[config.mk]
export PLATFORM = sky130hd
export DESIGN_NAME = hw_sema_bank
export DESIGN_NICKNAME = d
export VERILOG_FILES = /design/src/rtl/sema_pkg.sv /design/src/rtl/sema_decode.sv /design/src/rtl/sema_port.sv /design/src/rtl/sema_lock.sv /design/src/rtl/hw_sema_bank.sv
export SDC_FILE = /design/constraint.sdc
export NUM_CORES = 1
export LEC_CHECK = 0
export ABC_AREA = 1
export BUFFER_PORTS_ARGS = -buffer_cell sky130_fd_sc_hd__buf_4
export CORE_UTILIZATION = 46
export DETAILED_ROUTE_END_ITERATION = 10
export GPL_TIMING_DRIVEN = 0
export HOLD_SLACK_MARGIN = 0.02
export PLACE_DENSITY = 0.79
export SLEW_MARGIN = 20
export SYNTH_ARGS = -nofsm -noshare
export SYNTH_HDL_FRONTEND = slang
export SYNTH_HIERARCHICAL = 1
export SYNTH_SLANG_ARGS = --single-unit
[constraint.sdc]
create_clock -name clk -period 2.3 [get_ports clk]
set_clock_uncertainty 0.05 [all_clocks]
set_input_delay 0.46 -clock clk [delete_from_list [all_inputs] [get_ports clk]]
set_output_delay 0.46 -clock clk [all_outputs]
set_load 0.005 [all_outputs]
[src/rtl/sema_pkg.sv]
package sema_pkg;
   // agent slots inside every per-lock pending/owner vector
   localparam int AG_FW      = 0;
   localparam int AG_HOST    = 1;
   localparam int NUM_AGENTS = 2;

   typedef logic [NUM_AGENTS-1:0] agent_vec_t;
endpackage

[src/rtl/sema_decode.sv]
module sema_decode #(
   parameter int ADDR_W    = 16,
   parameter int NUM_LOCKS = 8,
   parameter int REQ_BASE  = 'h2C,
   parameter int GNT_BASE  = 'h4C,
   parameter int STRIDE    = 4,
   parameter int IDX_W     = $clog2(NUM_LOCKS)
) (
   input  logic [ADDR_W-1:0] addr_i,
   output logic              req_hit_o,
   output logic              gnt_hit_o,
   output logic [IDX_W-1:0]  idx_o
);
   localparam int ALIGN_W = $clog2(STRIDE);
   localparam logic [ADDR_W-1:0] REQ_B = ADDR_W'(REQ_BASE);
   localparam logic [ADDR_W-1:0] GNT_B = ADDR_W'(GNT_BASE);
   localparam logic [ADDR_W-1:0] SPAN  = ADDR_W'(NUM_LOCKS * STRIDE);

   logic [ADDR_W-1:0] req_off, gnt_off;

   assign req_off = addr_i - REQ_B;
   assign gnt_off = addr_i - GNT_B;

   assign req_hit_o = (addr_i >= REQ_B) && (req_off < SPAN) &&
                      (req_off[ALIGN_W-1:0] == '0);
   assign gnt_hit_o = (addr_i >= GNT_B) && (gnt_off < SPAN) &&
                      (gnt_off[ALIGN_W-1:0] == '0);

   always_comb begin
      if (req_hit_o)      idx_o = req_off[ALIGN_W +: IDX_W];
      else if (gnt_hit_o) idx_o = gnt_off[ALIGN_W +: IDX_W];
      else                idx_o = '0;
   end
endmodule

[src/rtl/sema_port.sv]
module sema_port
   import sema_pkg::*;
#(
   parameter int ADDR_W    = 16,
   parameter int DATA_W    = 32,
   parameter int NUM_LOCKS = 8,
   parameter int REQ_BASE  = 'h2C,
   parameter int GNT_BASE  = 'h4C,
   parameter int STRIDE    = 4,
   parameter int MY_BIT    = 12,
   parameter int FW_BIT    = 0,
   parameter int HOST_BIT  = 12
) (
   input  logic                  clk,
   input  logic                  rst_n,
   input  logic                  wr_i,
   input  logic                  rd_i,
   input  logic [ADDR_W-1:0]     addr_i,
   input  logic [DATA_W-1:0]     wdata_i,
   input  agent_vec_t [NUM_LOCKS-1:0] req_i,
   input  agent_vec_t [NUM_LOCKS-1:0] own_i,
   output logic [NUM_LOCKS-1:0]  set_o,
   output logic [NUM_LOCKS-1:0]  rel_o,
   output logic [DATA_W-1:0]     rdata_o
);
   localparam int IDX_W = $clog2(NUM_LOCKS);

   logic             req_hit, gnt_hit;
   logic [IDX_W-1:0] idx;
   logic             my_bit;
   logic             wdata_unused;
   logic [DATA_W-1:0] rd_word;

   sema_decode #(
      .ADDR_W(ADDR_W), .NUM_LOCKS(NUM_LOCKS), .REQ_BASE(REQ_BASE),
      .GNT_BASE(GNT_BASE), .STRIDE(STRIDE), .IDX_W(IDX_W)
   ) i_dec (
      .addr_i(addr_i), .req_hit_o(req_hit), .gnt_hit_o(gnt_hit), .idx_o(idx)
   );

   // only this agent's own bit carries meaning in write data
   assign my_bit       = wdata_i[MY_BIT];
   assign wdata_unused = ^wdata_i;

   always_comb begin
      for (int i = 0; i < NUM_LOCKS; i++) begin
         set_o[i] = wr_i && my_bit && req_hit && (idx == IDX_W'(i));
         rel_o[i] = wr_i && my_bit && gnt_hit && (idx == IDX_W'(i));
      end
   end

   function automatic logic [DATA_W-1:0] to_word(input agent_vec_t v);
      logic [DATA_W-1:0] w;
      w           = '0;
      w[FW_BIT]   = v[AG_FW];
      w[HOST_BIT] = v[AG_HOST];
      return w;
   endfunction

   always_comb begin
      if (req_hit)      rd_word = to_word(req_i[idx]);
      else if (gnt_hit) rd_word = to_word(own_i[idx]);
      else              rd_word = '0;
   end

   always_ff @(posedge clk) begin
      if (!rst_n)    rdata_o <= '0;
      else if (rd_i) rdata_o <= rd_word;
   end

   p_unmapped_zero_r2: assert property (@(posedge clk) disable iff (!rst_n)
      (rd_i && !req_hit && !gnt_hit) |=> (rdata_o == '0));

   p_rdata_hold_r12: assert property (@(posedge clk) disable iff (!rst_n)
      !rd_i |=> $stable(rdata_o));
endmodule

[src/rtl/sema_lock.sv]
module sema_lock
   import sema_pkg::*;
#(
   parameter bit FW_FIRST = 1'b1
) (
   input  logic       clk,
   input  logic       rst_n,
   input  agent_vec_t set_i,
   input  agent_vec_t rel_i,
   output agent_vec_t req_o,
   output agent_vec_t own_o
);
   agent_vec_t req_q, own_q;
   agent_vec_t win, own_a, req_a, own_n, req_n;

   // arbitration on the registered state; the generate picks the priority order
   if (FW_FIRST) begin : g_fw_first
      always_comb begin
         win = '0;
         if (own_q == '0) begin
            if (req_q[AG_FW])        win[AG_FW]   = 1'b1;
            else if (req_q[AG_HOST]) win[AG_HOST] = 1'b1;
         end
      end
      p_fw_first_r6: assert property (@(posedge clk) disable iff (!rst_n)
         (own_q == '0 && req_q[AG_FW] && !rel_i[AG_FW]) |=> own_q[AG_FW]);
   end else begin : g_host_first
      always_comb begin
         win = '0;
         if (own_q == '0) begin
            if (req_q[AG_HOST])    win[AG_HOST] = 1'b1;
            else if (req_q[AG_FW]) win[AG_FW]   = 1'b1;
         end
      end
   end

   always_comb begin
      own_a = (own_q == '0) ? win : own_q;
      req_a = req_q & ~win;
      // release / withdraw applies after this cycle's hand-over
      own_n = own_a & ~rel_i;
      req_n = (req_a & ~rel_i) | (set_i & ~own_a);
   end

   always_ff @(posedge clk) begin
      if (!rst_n) begin
         req_q <= '0;
         own_q <= '0;
      end else begin
         req_q <= req_n;
         own_q <= own_n;
      end
   end

   assign req_o = req_q;
   assign own_o = own_q;

   p_single_owner_r5: assert property (@(posedge clk) disable iff (!rst_n)
      $onehot0(own_q));

   p_owner_not_pending_r10: assert property (@(posedge clk) disable iff (!rst_n)
      (own_q & req_q) == '0);

   p_free_granted_r5: assert property (@(posedge clk) disable iff (!rst_n)
      (own_q == '0 && req_q != '0 && rel_i == '0) |=> (own_q != '0));

   p_holder_keeps_r7: assert property (@(posedge clk) disable iff (!rst_n)
      (own_q != '0 && (own_q & rel_i) == '0) |=> (own_q == $past(own_q)));

   p_release_frees_r7: assert property (@(posedge clk) disable iff (!rst_n)
      ((own_q & rel_i) != '0) |=> (own_q == '0));
endmodule

[src/rtl/hw_sema_bank.sv]
module hw_sema_bank
   import sema_pkg::*;
#(
   parameter int ADDR_W    = 16,
   parameter int DATA_W    = 32,
   parameter int NUM_LOCKS = 8,
   parameter int REQ_BASE  = 'h2C,
   parameter int GNT_BASE  = 'h4C,
   parameter int STRIDE    = 4,
   parameter int HOST_BIT  = 12,
   parameter int FW_BIT    = 0,
   parameter bit FW_FIRST  = 1'b1
) (
   input  logic              clk,
   input  logic              rst_n,
   input  logic              host_wr_i,
   input  logic              host_rd_i,
   input  logic [ADDR_W-1:0] host_addr_i,
   input  logic [DATA_W-1:0] host_wdata_i,
   output logic [DATA_W-1:0] host_rdata_o,
   input  logic              fw_wr_i,
   input  logic              fw_rd_i,
   input  logic [ADDR_W-1:0] fw_addr_i,
   input  logic [DATA_W-1:0] fw_wdata_i,
   output logic [DATA_W-1:0] fw_rdata_o
);
   localparam int SPAN = NUM_LOCKS * STRIDE;

   // elaboration-time parameter checks
   if (NUM_LOCKS < 2) begin : g_chk_locks
      $error("NUM_LOCKS must be at least 2");
   end
   if (STRIDE < 2 || (STRIDE & (STRIDE - 1)) != 0) begin : g_chk_stride
      $error("STRIDE must be a power of two of at least 2");
   end
   if (HOST_BIT == FW_BIT || HOST_BIT >= DATA_W || FW_BIT >= DATA_W) begin : g_chk_bits
      $error("agent bits must be distinct and inside the data word");
   end
   if (REQ_BASE + SPAN > GNT_BASE || GNT_BASE + SPAN > (1 << ADDR_W)) begin : g_chk_map
      $error("request and grant windows overlap or exceed the address space");
   end

   logic       [NUM_AGENTS-1:0]             wr_a, rd_a;
   logic       [NUM_AGENTS-1:0][ADDR_W-1:0] addr_a;
   logic       [NUM_AGENTS-1:0][DATA_W-1:0] wdata_a, rdata_a;
   logic       [NUM_AGENTS-1:0][NUM_LOCKS-1:0] set_a, rel_a;
   agent_vec_t [NUM_LOCKS-1:0]              lk_req, lk_own;

   assign wr_a[AG_FW]      = fw_wr_i;
   assign rd_a[AG_FW]      = fw_rd_i;
   assign addr_a[AG_FW]    = fw_addr_i;
   assign wdata_a[AG_FW]   = fw_wdata_i;
   assign wr_a[AG_HOST]    = host_wr_i;
   assign rd_a[AG_HOST]    = host_rd_i;
   assign addr_a[AG_HOST]  = host_addr_i;
   assign wdata_a[AG_HOST] = host_wdata_i;
   assign fw_rdata_o       = rdata_a[AG_FW];
   assign host_rdata_o     = rdata_a[AG_HOST];

   for (genvar a = 0; a < NUM_AGENTS; a++) begin : g_port
      sema_port #(
         .ADDR_W(ADDR_W), .DATA_W(DATA_W), .NUM_LOCKS(NUM_LOCKS),
         .REQ_BASE(REQ_BASE), .GNT_BASE(GNT_BASE), .STRIDE(STRIDE),
         .MY_BIT((a == AG_HOST) ? HOST_BIT : FW_BIT),
         .FW_BIT(FW_BIT), .HOST_BIT(HOST_BIT)
      ) i_port (
         .clk(clk), .rst_n(rst_n),
         .wr_i(wr_a[a]), .rd_i(rd_a[a]), .addr_i(addr_a[a]),
         .wdata_i(wdata_a[a]),
         .req_i(lk_req), .own_i(lk_own),
         .set_o(set_a[a]), .rel_o(rel_a[a]), .rdata_o(rdata_a[a])
      );
   end

   for (genvar n = 0; n < NUM_LOCKS; n++) begin : g_lock
      agent_vec_t set_n, rel_n;
      for (genvar a = 0; a < NUM_AGENTS; a++) begin : g_gather
         assign set_n[a] = set_a[a][n];
         assign rel_n[a] = rel_a[a][n];
      end
      sema_lock #(.FW_FIRST(FW_FIRST)) i_lock (
         .clk(clk), .rst_n(rst_n),
         .set_i(set_n), .rel_i(rel_n),
         .req_o(lk_req[n]), .own_o(lk_own[n])
      );
   end
endmodule

Word level (Yosys, flattened, before mapping)
Index checks and enable logic that the tools add are counted.
Widths: inputs -> output; s select.
{"block": "word_totals", "elab_cells": 226, "in_bits": 102, "out_inout_bits": 64, "reg_bits": 96}
{"block": "op_classes", "eq_ne": 14, "n_reduce_logical": 60, "order_cmp": 10, "muxes": 56, "bitwise_logic": 64, "n_addsub": 4}
{"op": "$and 2x2->2", "count": 32}
{"op": "$lt 16x6->1 const B", "count": 4}
{"op": "$mux 32", "count": 2}
{"op": "$not 2->2", "count": 24}
{"op": "$logic_and 1x1->1", "count": 46}
{"op": "$mux 2", "count": 20}
{"op": "$ge 16x6->1 const B", "count": 2}
{"op": "$ge 16x7->1 const B", "count": 2}
{"op": "$sub 16x6->16 const B", "count": 2}
{"op": "$sub 16x7->16 const B", "count": 2}
{"op": "$mux 13", "count": 2}
{"op": "$bmux 2 s3", "count": 4}
{"op": "$eq 3x3->1 const B", "count": 8}
{"op": "$logic_not 2->1", "count": 12}
{"op": "$mux 1", "count": 24}
{"op": "$or 2x2->2", "count": 8}
{"op": "$eq 3x2->1 const B", "count": 4}
{"op": "$mux 3", "count": 4}
{"op": "$lt 3x4->1 const B", "count": 2}
{"op": "$eq 3x1->1 const B", "count": 2}
{"op": "$logic_not 3->1", "count": 2}

Longest topological paths before layout
Gate-level depths: netlist of run 1.
{"block": "depth", "ltp_word": 11, "mapped_depth": 21, "ltp_nobuf": 19}

Cells and area by module
The synthesis of run 1 kept the hierarchy.
{"module": "sema_port", "seq_area_each_um2": 40.0, "area_each_um2": 848.3, "cells_each": 152, "n_inst": 2}
{"module": "sema_lock", "seq_area_each_um2": 80.1, "area_each_um2": 191.4, "cells_each": 28, "n_inst": 8}
{"module": "sema_decode", "seq_area_each_um2": 0.0, "area_each_um2": 588.1, "cells_each": 119, "n_inst": 2}

Worst setup path after synthesis of run 1
OpenSTA, ideal clock, no wires.
{"block": "synth_path", "kind": "input to register", "from": "input fw_addr_i[2]", "to": "register g_lock[1].i_lock.req_q[0]", "arrival_ns": 2.314, "path_stages": 17, "slack_ns": -0.179, "t_required_ns": 2.135, "path_cell_list": "ha_1 > inv_1 > nand2_1 > nand2_2 > nand3_2 > nand2_1 > nand2_1 > nor2_1 > nand3_2 > a21oi_1 > buf_6 > clkbuf_8 > nand2_1 > nor3_1 > nor2_2 > nand2_1 > a21oi_2"}
{"block": "synth_between", "elab_chain_cells": 11, "word_cells_on_any_way": 21, "cone_classes": "add/sub: 2; order compare: 4; eq/ne: 1; mux: 2; bitwise: 4; reduce/logical: 8"}
{"element": "start, declared", "line_no": "hw_sema_bank.sv:23", "source": "input logic [ADDR_W-1:0] fw_addr_i,"}
{"element": "$sub 16x7->16", "line_no": "sema_decode.sv:22", "source": "assign gnt_off = addr_i - GNT_B;"}
{"element": "$lt 16x6->1", "line_no": "sema_decode.sv:26", "source": "assign gnt_hit_o = (addr_i >= GNT_B) && (gnt_off < SPAN) &&"}
{"element": "$logic_and 1x1->1 (2 in series)", "line_no": "sema_decode.sv:26"}
{"element": "$mux 3", "line_no": "sema_decode.sv:31", "source": "else if (gnt_hit_o) idx_o = gnt_off[ALIGN_W +: IDX_W];"}
{"element": "$mux 3 (*)", "line_no": "sema_decode.sv:30", "source": "if (req_hit_o) idx_o = req_off[ALIGN_W +: IDX_W];"}
{"element": "named net g_port[0].i_port.idx[0]", "line_no": "sema_port.sv:29", "source": "logic [IDX_W-1:0] idx;"}
{"element": "$eq 3x1->1 (*)", "line_no": "sema_port.sv:48", "source": "rel_o[i] = wr_i && my_bit && gnt_hit && (idx == IDX_W'(i));"}
{"element": "$logic_and 1x1->1 (*)", "line_no": "sema_port.sv:48"}
{"element": "named net g_lock[1].rel_n[0]", "line_no": "hw_sema_bank.sv:76", "source": "agent_vec_t set_n, rel_n;"}
{"element": "$not 2->2 (*)", "line_no": "sema_lock.sv:42", "source": "req_n = (req_a & ~rel_i) | (set_i & ~own_a);"}
{"element": "$and 2x2->2 (*)", "line_no": "sema_lock.sv:42"}
{"element": "$or 2x2->2 (*)", "line_no": "sema_lock.sv:42"}
{"element": "end signal, assigned", "line_no": "sema_lock.sv:50", "source": "req_q <= req_n;"}
{"element": "end, declared", "line_no": "sema_lock.sv:13", "source": "agent_vec_t req_q, own_q;"}
Mark *: on every way through the listed nets, which the timed path passes. The rest lies on a longest branch.
A chain may end at the register's enable or synchronous reset.

Final worst setup path of run 1
{"block": "layout_path", "from": "input host_addr_i[4]", "to": "register g_lock[5].i_lock.own_q[1]"}
{"block": "layout_between", "elab_chain_cells": 10, "word_cells_on_any_way": 17, "cone_classes": "add/sub: 2; order compare: 4; eq/ne: 1; mux: 2; bitwise: 2; reduce/logical: 6"}
{"element": "start, declared", "line_no": "hw_sema_bank.sv:18", "source": "input logic [ADDR_W-1:0] host_addr_i,"}
{"element": "$sub 16x7->16", "line_no": "sema_decode.sv:22"}
{"element": "$lt 16x6->1", "line_no": "sema_decode.sv:26"}
{"element": "$logic_and 1x1->1 (2 in series)", "line_no": "sema_decode.sv:26"}
{"element": "$mux 3", "line_no": "sema_decode.sv:31"}
{"element": "$mux 3 (*)", "line_no": "sema_decode.sv:30"}
{"element": "named net g_port[1].i_port.idx[0]", "line_no": "sema_port.sv:29"}
{"element": "$eq 3x3->1 (*)", "line_no": "sema_port.sv:48"}
{"element": "$logic_and 1x1->1 (*)", "line_no": "sema_port.sv:48"}
{"element": "named net g_lock[5].rel_n[1]", "line_no": "hw_sema_bank.sv:76"}
{"element": "$not 2->2 (*)", "line_no": "sema_lock.sv:41", "source": "own_n = own_a & ~rel_i;"}
{"element": "$and 2x2->2 (*)", "line_no": "sema_lock.sv:41"}
{"element": "end signal, assigned", "line_no": "sema_lock.sv:51", "source": "own_q <= own_n;"}
{"element": "end, declared", "line_no": "sema_lock.sv:13"}
Marks and branches as above.

==> out/summary.txt, run 1 <==
result of the run: finished, violations left
violated checks: setup timing
Placement Rows: 35
crit path kind: input pin to flop
critical path endpoint category: flop
number of synthesis warnings: 6
count of endpoints failing setup in the final report: 23
cells on worst reg2reg path: 8
via count of the first global-routing pass: 4337
Static Leakage: 3.040 nW
weighted congestion reported at the end of routability-driven placement: 0.9194
biggest area consumer among synthesized cells: sky130_fd_sc_hd__nand2_1
data arrival time of the critical path: 2530 ps
DRT Pass-1 Iters: 7
total standard cell area after synthesis: 4404 µm²
total core area: 9240 µm²
worst flop-to-flop path startpoint: g_lock[7].i_lock/req_o[0]
DIE AREA: 9970 µm²
count of routing violations after the opening detailed-route iteration: 438
post-route antenna net violation count: 0
critical path data required time: 2440 ps
worst hold path depth: 4
highest achievable clock rate: 416.8 MHz
Detail Route met2 WL: 6261 µm
die boundary height: 99.85 µm
fraction of the mapped netlist area in compound gates: 7.330%
unrepaired setup endpoints after global routing: yes
average wire length per cell after detail routing: 12.67 µm
number of failing hold endpoints at the final stage: 0
Inst Count DP: 994
portion of netlist area occupied by mux cells: 0%
Total Power: 0.001584 W
routed metal-1 wirelength: 5206 µm
Reg-to-Reg End: g_port[1].i_port/rdata_o[0]
topmost layer with routed signal wires: met4
worst setup slack for register-to-register paths: 1140 ps
met3 routed wirelength: 1147 µm
total wire length after detailed routing: 13000 µm
Clk pin slew, worst setup/hold paths: 80 ps
share of synthesized cell area in and, or, nand and nor gates: 51.48%
most common cell after layout, fill and taps aside: sky130_fd_sc_hd__nand2_1
H-tree depth reported by CTS: 2
maximum resistive drop on vdd: 0.0002722 V
via total after detailed routing: 5141
largest family of logic cells by synthesized area: simple AND/OR/NAND/NOR gates
CP cell instances: buf_8 > nor2_4 > nand2_4 > nand2_4 > nand2_2 > a21oi_2 > nand2_2 > nor2_4 > nand3_4 > a21oi_4 > buf_12 > clkbuf_16 > nand2_8 > nor3_2 > nor2_1 > a21boi_2
pin count of the biggest net entering global routing: 19
count of maximum capacitance violations: 0
Die W: 99.85 µm
share of Yosys cell area claimed by the top area cell type: 20.63%
cts bufs inserted: 5
max-slew violation count: 0
post-synthesis register bit count: 36
Post-Layout Cell Count: 1026
highest-count cells in the layout ignoring fill and taps: sky130_fd_sc_hd__nand2_1, sky130_fd_sc_hd__buf_4, sky130_fd_sc_hd__inv_1
Critical Path Source Type: input pin
post-synthesis cell count: 766
I/O pin count: 166
worst-path fanout max: 7
max incr delay on CP: 190 ps
hold endpoint: g_port[0].i_port/rdata_o[12]
standard cell with the maximum stage delay on the critical path: sky130_fd_sc_hd__a21oi_4
initial antenna violation count: 0
fraction of layout instances using a drive strength above 1: 37.79%
clock tree from TritonCTS: done
total power per unit cell area: 252.8 nW/µm²
clock latency at the later pin of the worst-skew pair: 300 ps
worst hold path type: input pin to flop
portion of the clock cycle consumed by the worst path in the final layout: 104.3%
input/output buffers: 41
area growth from synthesis to final layout: 42.24%
Hold Buf Count CTS: 0
Starting Density: 47.66%
NumNets Final: 1001
global-route congestion overflow total: 0
post-placement worst setup slack: -481.2 ps
average cell area after synthesis: 5.750 µm²
vias per inst: 5.011
top cells by area, synth: sky130_fd_sc_hd__nand2_1, sky130_fd_sc_hd__dfxtp_1, sky130_fd_sc_hd__nand3_1, sky130_fd_sc_hd__buf_4, sky130_fd_sc_hd__inv_1
number of design rule violations left after detail routing: 0
count of clock tree sinks: 36
Detailed Place HPWL: 8585 µm
first-pass GRT wire length: 19270 µm
parity-gate share of the synthesized area counting xor and xnor cells: 0.3977%
time the worst path needs with I/O delays and setup: 2399 ps
origin of the worst min-delay path: fw_rd_i
Final Worst Setup Slack: -99.22 ps
worst-case clock buffer depth: 2
master cell of the clock root buffer: sky130_fd_sc_hd__clkbuf_8
number of inserted diodes: 0
aggregate global-route resource usage: 23.63%
Post-Synth Adder-Cell Area: 0.5682%
unique cell type count in the Yosys netlist: 27
share of synthesized area occupied by flip-flops and latches: 16.36%
==> through the flow <==
stage               utilization (%)  TNS [ps]  hold slack [ps]  area, µm²
floorplan                         -    -62.21            418.4       4797
global placement              56.99    -13280            446.9       5266
detailed placement            56.99    -14150            461.5       5266
CTS                           61.12    -42.55            424.5       5648
global route                  67.80     -3464            445.9       6265
finish                        67.80    -975.0            419.3       6265
==> state kept, by name, summed over array words and instances (netlist names) <==
| name | count |
|---|---|
| g_lock.i_lock/own_o | 16 |
| g_lock.i_lock/req_o | 16 |
| g_port.i_port/rdata_o | 4 |
==> layout make-up <==
| type | instances | area [µm²] |
|---|---|---|
| plain buffers | 74 | 655.6 |
| clock buffers | 7 | 96.34 |
| fillers | 792 | 2975 |
| inverters | 100 | 400.4 |
| multi-input cells | 612 | 3603 |
| flip-flops and latches | 36 | 720.7 |
| well taps | 129 | 161.4 |
| repair buffers | 66 | 609.3 |
| repair inverters | 2 | 17.52 |
==> worst max-delay path by stage <==
stage                        start                            to  slack [ps]  depth (start not counted)
floorplan             fw_addr_i[2]     g_lock[1].i_lock/req_o[0]         -30                         17
global route        host_addr_i[4]  g_port[1].i_port/rdata_o[12]        -190                         20
CTS                   fw_addr_i[2]     g_lock[6].i_lock/req_o[0]         -20                         17
finish              host_addr_i[4]     g_lock[5].i_lock/own_o[1]        -100                         16
detailed placement  host_addr_i[2]     g_lock[6].i_lock/own_o[1]        -480                         16
global placement    host_addr_i[2]     g_lock[7].i_lock/own_o[1]        -450                         17
==> report_power, final <==
group	internal, W	switching, W	leakage [nW]	total, W
clock network	0.000267	0.000234	0.0503	0.000501
logic	0.000212	0.000244	2.70	0.000455
registers	0.000626	0.00000156	0.291	0.000628
total	0.00110	0.000479	3.04	0.00158
==> layer usage <==
metal	vias up	GRT usage (%)
li1	2553	-
met4	0	5.995
met3	43	3.552
met1	2295	30.76
met5	-	0
met2	250	40.80
==> synthesized netlist by cell type <==
| master | number |
|---|---|
| sky130_fd_sc_hd__xor2_1 | 2 |
| sky130_fd_sc_hd__nor2_2 | 18 |
| sky130_fd_sc_hd__inv_1 | 96 |
| sky130_fd_sc_hd__o211ai_1 | 2 |
| sky130_fd_sc_hd__a21oi_2 | 10 |
| sky130_fd_sc_hd__a21boi_2 | 8 |
| sky130_fd_sc_hd__nand3_1 | 96 |
| sky130_fd_sc_hd__buf_8 | 2 |
| sky130_fd_sc_hd__nand3_2 | 4 |
| sky130_fd_sc_hd__nand2_1 | 242 |
| sky130_fd_sc_hd__dfxtp_1 | 36 |
| sky130_fd_sc_hd__nand2_4 | 4 |
| sky130_fd_sc_hd__a21oi_1 | 24 |
| sky130_fd_sc_hd__nand4_1 | 8 |
| sky130_fd_sc_hd__conb_1 | 2 |
| sky130_fd_sc_hd__or2_2 | 2 |
| sky130_fd_sc_hd__nor3_1 | 42 |
| sky130_fd_sc_hd__buf_4 | 60 |
| sky130_fd_sc_hd__nor2_1 | 60 |
| sky130_fd_sc_hd__inv_2 | 2 |
| sky130_fd_sc_hd__nand2_2 | 22 |
| sky130_fd_sc_hd__clkbuf_8 | 6 |
| sky130_fd_sc_hd__buf_6 | 8 |
| sky130_fd_sc_hd__ha_1 | 2 |
| sky130_fd_sc_hd__o21ai_1 | 2 |
| sky130_fd_sc_hd__inv_8 | 2 |
| sky130_fd_sc_hd__nor2_4 | 4 |
==> worst max-delay path, delay by kind of cell <==
| kind | cells | cell delay (ps) |
|---|---|---|
| compound gates | 3 | 520 |
| buf+inv | 3 | 460 |
| simple gates | 10 | 1070 |
==> cells by family (layout without fill, tap and decap cells) <==
family | Yosys count | after routing
xor gates and xnor gates | 2 | 2
buffers and inverters | 176 | 249
AOI/OAI and AO/OA | 46 | 46
adders and majority gates | 2 | 2
and+or+nand+nor | 502 | 502
other | 2 | 60
DFF | 36 | 36
==> timing repair <==
item,CTS,global route
resized for setup,46,110
pin swaps,40,61
setup endpoints to repair,34,36
buffers inserted,8,14
gates cloned,2,3
Power figures use the tool's default switching activity.
==> inputs of run 2 (changes only) <==
--- a/config.mk
+++ b/config.mk
@@ -5,13 +5,13 @@
 export SDC_FILE = /design/constraint.sdc
 export NUM_CORES = 1
 export LEC_CHECK = 0
-export ABC_AREA = 1
+export ABC_AREA = 0
 export BUFFER_PORTS_ARGS = -buffer_cell sky130_fd_sc_hd__buf_4
-export CORE_UTILIZATION = 46
+export CORE_UTILIZATION = 43
 export DETAILED_ROUTE_END_ITERATION = 10
 export GPL_TIMING_DRIVEN = 0
 export HOLD_SLACK_MARGIN = 0.02
-export PLACE_DENSITY = 0.79
+export PLACE_DENSITY = 0.78
 export SLEW_MARGIN = 20
 export SYNTH_ARGS = -nofsm -noshare
 export SYNTH_HDL_FRONTEND = slang
==> run 2 against run 1 <==
  * The flow still finishes with violations (setup timing)
  * Utilization rose by 0.29 points
  * Design area is 15% lower
  * Clock-buffer cell count down 2
  * Critical path depth shrank 5
  * Total power is 3.0% lower
  * Largest power group unchanged
==> out/summary.txt, run 2 <==
number of synthesis warnings: 6 (unchanged)
vias per inst: 5.575 (+11%)
share of Yosys cell area claimed by the top area cell type: 20.54% (-0.083 points)
internal power contribution: 0.001126 W (+1.9%)
count of maximum capacitance violations: 0 (unchanged)
share of total power in the clock network: 38.1% (+6.5 points)
total wire length after detailed routing: 11220 µm (-14%)
share of synthesized area occupied by flip-flops and latches: 20.54% (+4.2 points)
post-synthesis async set-or-reset flop share: 0% (unchanged)
I/O pin count: 166 (unchanged)
fraction of power spent switching nets: 26.73% (-3.5 points)
max-slew violation count: 0 (unchanged)
input/output buffers: 41 (unchanged)
number of synthesized flops with an enable pin: 0 (unchanged)
NetSw: 0.0004106 W (-14%)
NumNets Final: 679 (-32%)
Die W: 92.33 µm (-7.5%)
share of total power in sequential cells: 40.5% (+0.9 points)
DIE AREA: 8524 µm² (-15%)
Layout fillers: 586 (-26%)
count of endpoints failing setup in the final report: 36 (+57%)
Static Leakage: 2.100 nW (-31%)
most common cell after layout, fill and taps aside: sky130_fd_sc_hd__buf_4
weighted congestion reported at the end of routability-driven placement: 0.8968 (-2.5%)
count of routing violations after the opening detailed-route iteration: 360 (-18%)
DRT Pass-1 Iters: 6 (-1)
average wire length per cell after detail routing: 16.54 µm (+31%)
Post-Layout Cell Count: 678 (-34%)
portion of the clock cycle consumed by the worst path in the final layout: 127.8% (+23 points)
Clk pin slew, worst setup/hold paths: 80 ps (about the same)
most frequently used cell type in the post-synthesis netlist: sky130_fd_sc_hd__buf_4
initial antenna violation count: 0 (unchanged)
utilization after layout: 68.09% (+0.29 points)
first-pass GRT wire length: 16470 µm (-15%)
global-route congestion overflow total: 0 (unchanged)
aggregate global-route resource usage: 24.22% (+0.59 points)
worst hold path type: input pin to flop
most instantiated flip-flop cell in the synthesis netlist: sky130_fd_sc_hd__dfxtp_1
post-route antenna net violation count: 0 (unchanged)
Final Worst Setup Slack: -639.6 ps (-540.3 ps)
maximum resistive drop on vdd: 0.0002275 V (-16%)
number of inserted diodes: 0 (unchanged)
Detailed Place HPWL: 6826 µm (-20%)
violated checks: setup timing
result of the run: finished, violations left
post-synthesis register bit count: 36 (unchanged)
top cells by area, synth: sky130_fd_sc_hd__dfxtp_1, sky130_fd_sc_hd__buf_4, sky130_fd_sc_hd__mux4_2, sky130_fd_sc_hd__nor2_1, sky130_fd_sc_hd__nor3b_1
data arrival time of the critical path: 3070 ps (+540 ps)
critical path data required time: 2430 ps (about the same)
Inst Count DP: 611 (-39%)
master cell of the clock root buffer: sky130_fd_sc_hd__clkbuf_8
average cell area after synthesis: 8.557 µm² (+49%)
worst setup slack for register-to-register paths: 840 ps (-300 ps)
crit path kind: input pin to flop
total core area: 7807 µm² (-16%)
list of most frequent post-synthesis cells: sky130_fd_sc_hd__buf_4, sky130_fd_sc_hd__nor2_1, sky130_fd_sc_hd__dfxtp_1
area growth from synthesis to final layout: 51.53%
clock latency at the later pin of the worst-skew pair: 310 ps (about the same)
Placement Rows: 32 (-8.6%)
total standard cell area after synthesis: 3508 µm² (-20%)
setup TNS: -16940 ps (-15970 ps)
time the worst path needs with I/O delays and setup: 2940 ps (+540.3 ps)
worst-case clock buffer depth: 2 (unchanged)
pin count of the biggest net entering global routing: 55 (+36)
fraction of layout instances using a drive strength above 1: 47.92% (+10 points)
unique cell type count in the Yosys netlist: 55 (+100%)
highest achievable clock rate: 340.2 MHz (-18%)
number of design rule violations left after detail routing: 0 (unchanged)
number of failing hold endpoints at the final stage: 0 (unchanged)
count of clock tree sinks: 36 (unchanged)
post-route cell area: 5316 µm² (-15%)
unrepaired setup endpoints after global routing: yes
Combinational Power Share: 21.3% (-7.4 points)
post-synthesis cell count: 410 (-46%)
cts bufs inserted: 5 (unchanged)
Critical Path Source Type: input pin
H-tree depth reported by CTS: 2 (unchanged)
Starting Density: 44.94% (-2.7 points)
die boundary height: 92.33 µm (-7.5%)
clock tree from TritonCTS: done
placed standard-cell area: 4373 µm² (-17%)
total power per unit cell area: 289.0 nW/µm² (+14%)
biggest area consumer among synthesized cells: sky130_fd_sc_hd__dfxtp_1
via total after detailed routing: 3780 (-26%)
highest-count cells in the layout ignoring fill and taps: sky130_fd_sc_hd__buf_4, sky130_fd_sc_hd__conb_1, sky130_fd_sc_hd__nor2_1
worst-path fanout max: 5 (-2)
critical path endpoint category: flop
via count of the first global-routing pass: 3399 (-22%)
-- run 2: cell count changes after synthesis, moves of 18 or more --
cell	before	now
sky130_fd_sc_hd__nand2_1	242	12
sky130_fd_sc_hd__nor3b_1	0	22
sky130_fd_sc_hd__inv_1	96	14
sky130_fd_sc_hd__nor2_2	18	0
sky130_fd_sc_hd__nor3_1	42	18
sky130_fd_sc_hd__nand3_1	96	10
sky130_fd_sc_hd__nand2_2	22	0
-- run 2: what timing repair did --
item / in CTS / in global routing
endpoints found under the setup margin: 36 / 36
buffers inserted: 46 / 17
hold buffers: 0 / 0
resized for setup: 56 / 33
pin swaps: 33 / 27
-- run 2: per-stage QoR --
stage | hold slack [ps] | setup WS (ps) | power [W]
after floorplan | 411.8 | -547.2 | 0.0008189
after global placement | 418.2 | -879.5 | 0.0009156
after detailed placement | 418.2 | -925.5 | 0.0009190
after CTS | 424.5 | -528.8 | 0.001511
after global routing | 440.5 | -723.1 | 0.001595
final | 429.7 | -639.6 | 0.001536
-- run 2: area by class of cell --
| cell class | count | area, µm² | area share, % |
|---|---|---|---|
| repair buffers | 101 | 898.4 | 16.90 |
| clock inverters | 3 | 42.54 | 0.8002 |
| clock buffers | 5 | 68.82 | 1.294 |
| multi-input cells | 344 | 2780 | 52.29 |
| plain buffers | 73 | 625.6 | 11.77 |
| flip-flops and latches | 36 | 720.7 | 13.56 |
| inverters | 14 | 52.55 | 0.9885 |
| well taps | 102 | 127.6 | 2.401 |
-- run 2: kinds of logic (layout without fill, tap and decap cells) --
kind of cell / Yosys count / count (layout) / share of synthesized area, %
muxes: 30 / 30 / 12.91
adders and majority gates: 2 / 2 / 0.7132
other: 2 / 60 / 0.2141
and+or+nand+nor: 172 / 172 / 29.96
xor gates and xnor gates: 4 / 4 / 0.9988
buffers and inverters: 88 / 196 / 17.40
DFF: 36 / 36 / 20.54
AOI/OAI and AO/OA: 76 / 76 / 17.26
-- run 2: worst max-delay path, cell delays in order --
cell and delay [ps]:
sky130_fd_sc_hd__buf_8 110, sky130_fd_sc_hd__ha_4 150, sky130_fd_sc_hd__o31a_1 270, sky130_fd_sc_hd__o21bai_1 160
sky130_fd_sc_hd__a311o_1 320, sky130_fd_sc_hd__a211o_1 390, sky130_fd_sc_hd__a21oi_2 160, sky130_fd_sc_hd__buf_6 150
sky130_fd_sc_hd__mux4_2 520, sky130_fd_sc_hd__o211ai_1 260, sky130_fd_sc_hd__o211ai_1 120
-- run 2: path summary, 6_finish.rpt --
path / from / cells past startpoint / end
max reg2reg: g_lock[2].i_lock/req_o[0] / 3 / g_port[1].i_port/rdata_o[0]
min: fw_rd_i / 4 / g_port[0].i_port/rdata_o[0]
max: host_addr_i[3] / 11 / g_port[1].i_port/rdata_o[0]
min reg2reg: g_port[1].i_port/rdata_o[0] / 2 / g_port[1].i_port/rdata_o[0]
-- run 2: power groups by stage --
stage	Clock [W]	Combinational [W]	Sequential, W
6_report	0.000586	0.000328	0.000623
5_1_grt	0.000618	0.000354	0.000623
4_1_cts	0.000584	0.000304	0.000623
3_5_place_dp	0	0.000282	0.000637
3_3_place_gp	0	0.000278	0.000637
2_1_floorplan	0	0.000182	0.000637
-- run 2: layer usage --
layer | global-route usage (%) | vias up | routed length [µm]
met5 | 0 | - | 0
met4 | 8.073 | 0 | 277
met3 | 4.926 | 42 | 1010
met2 | 41.36 | 216 | 5664
met1 | 30.29 | 1782 | 4263
li1 | - | 1740 | -
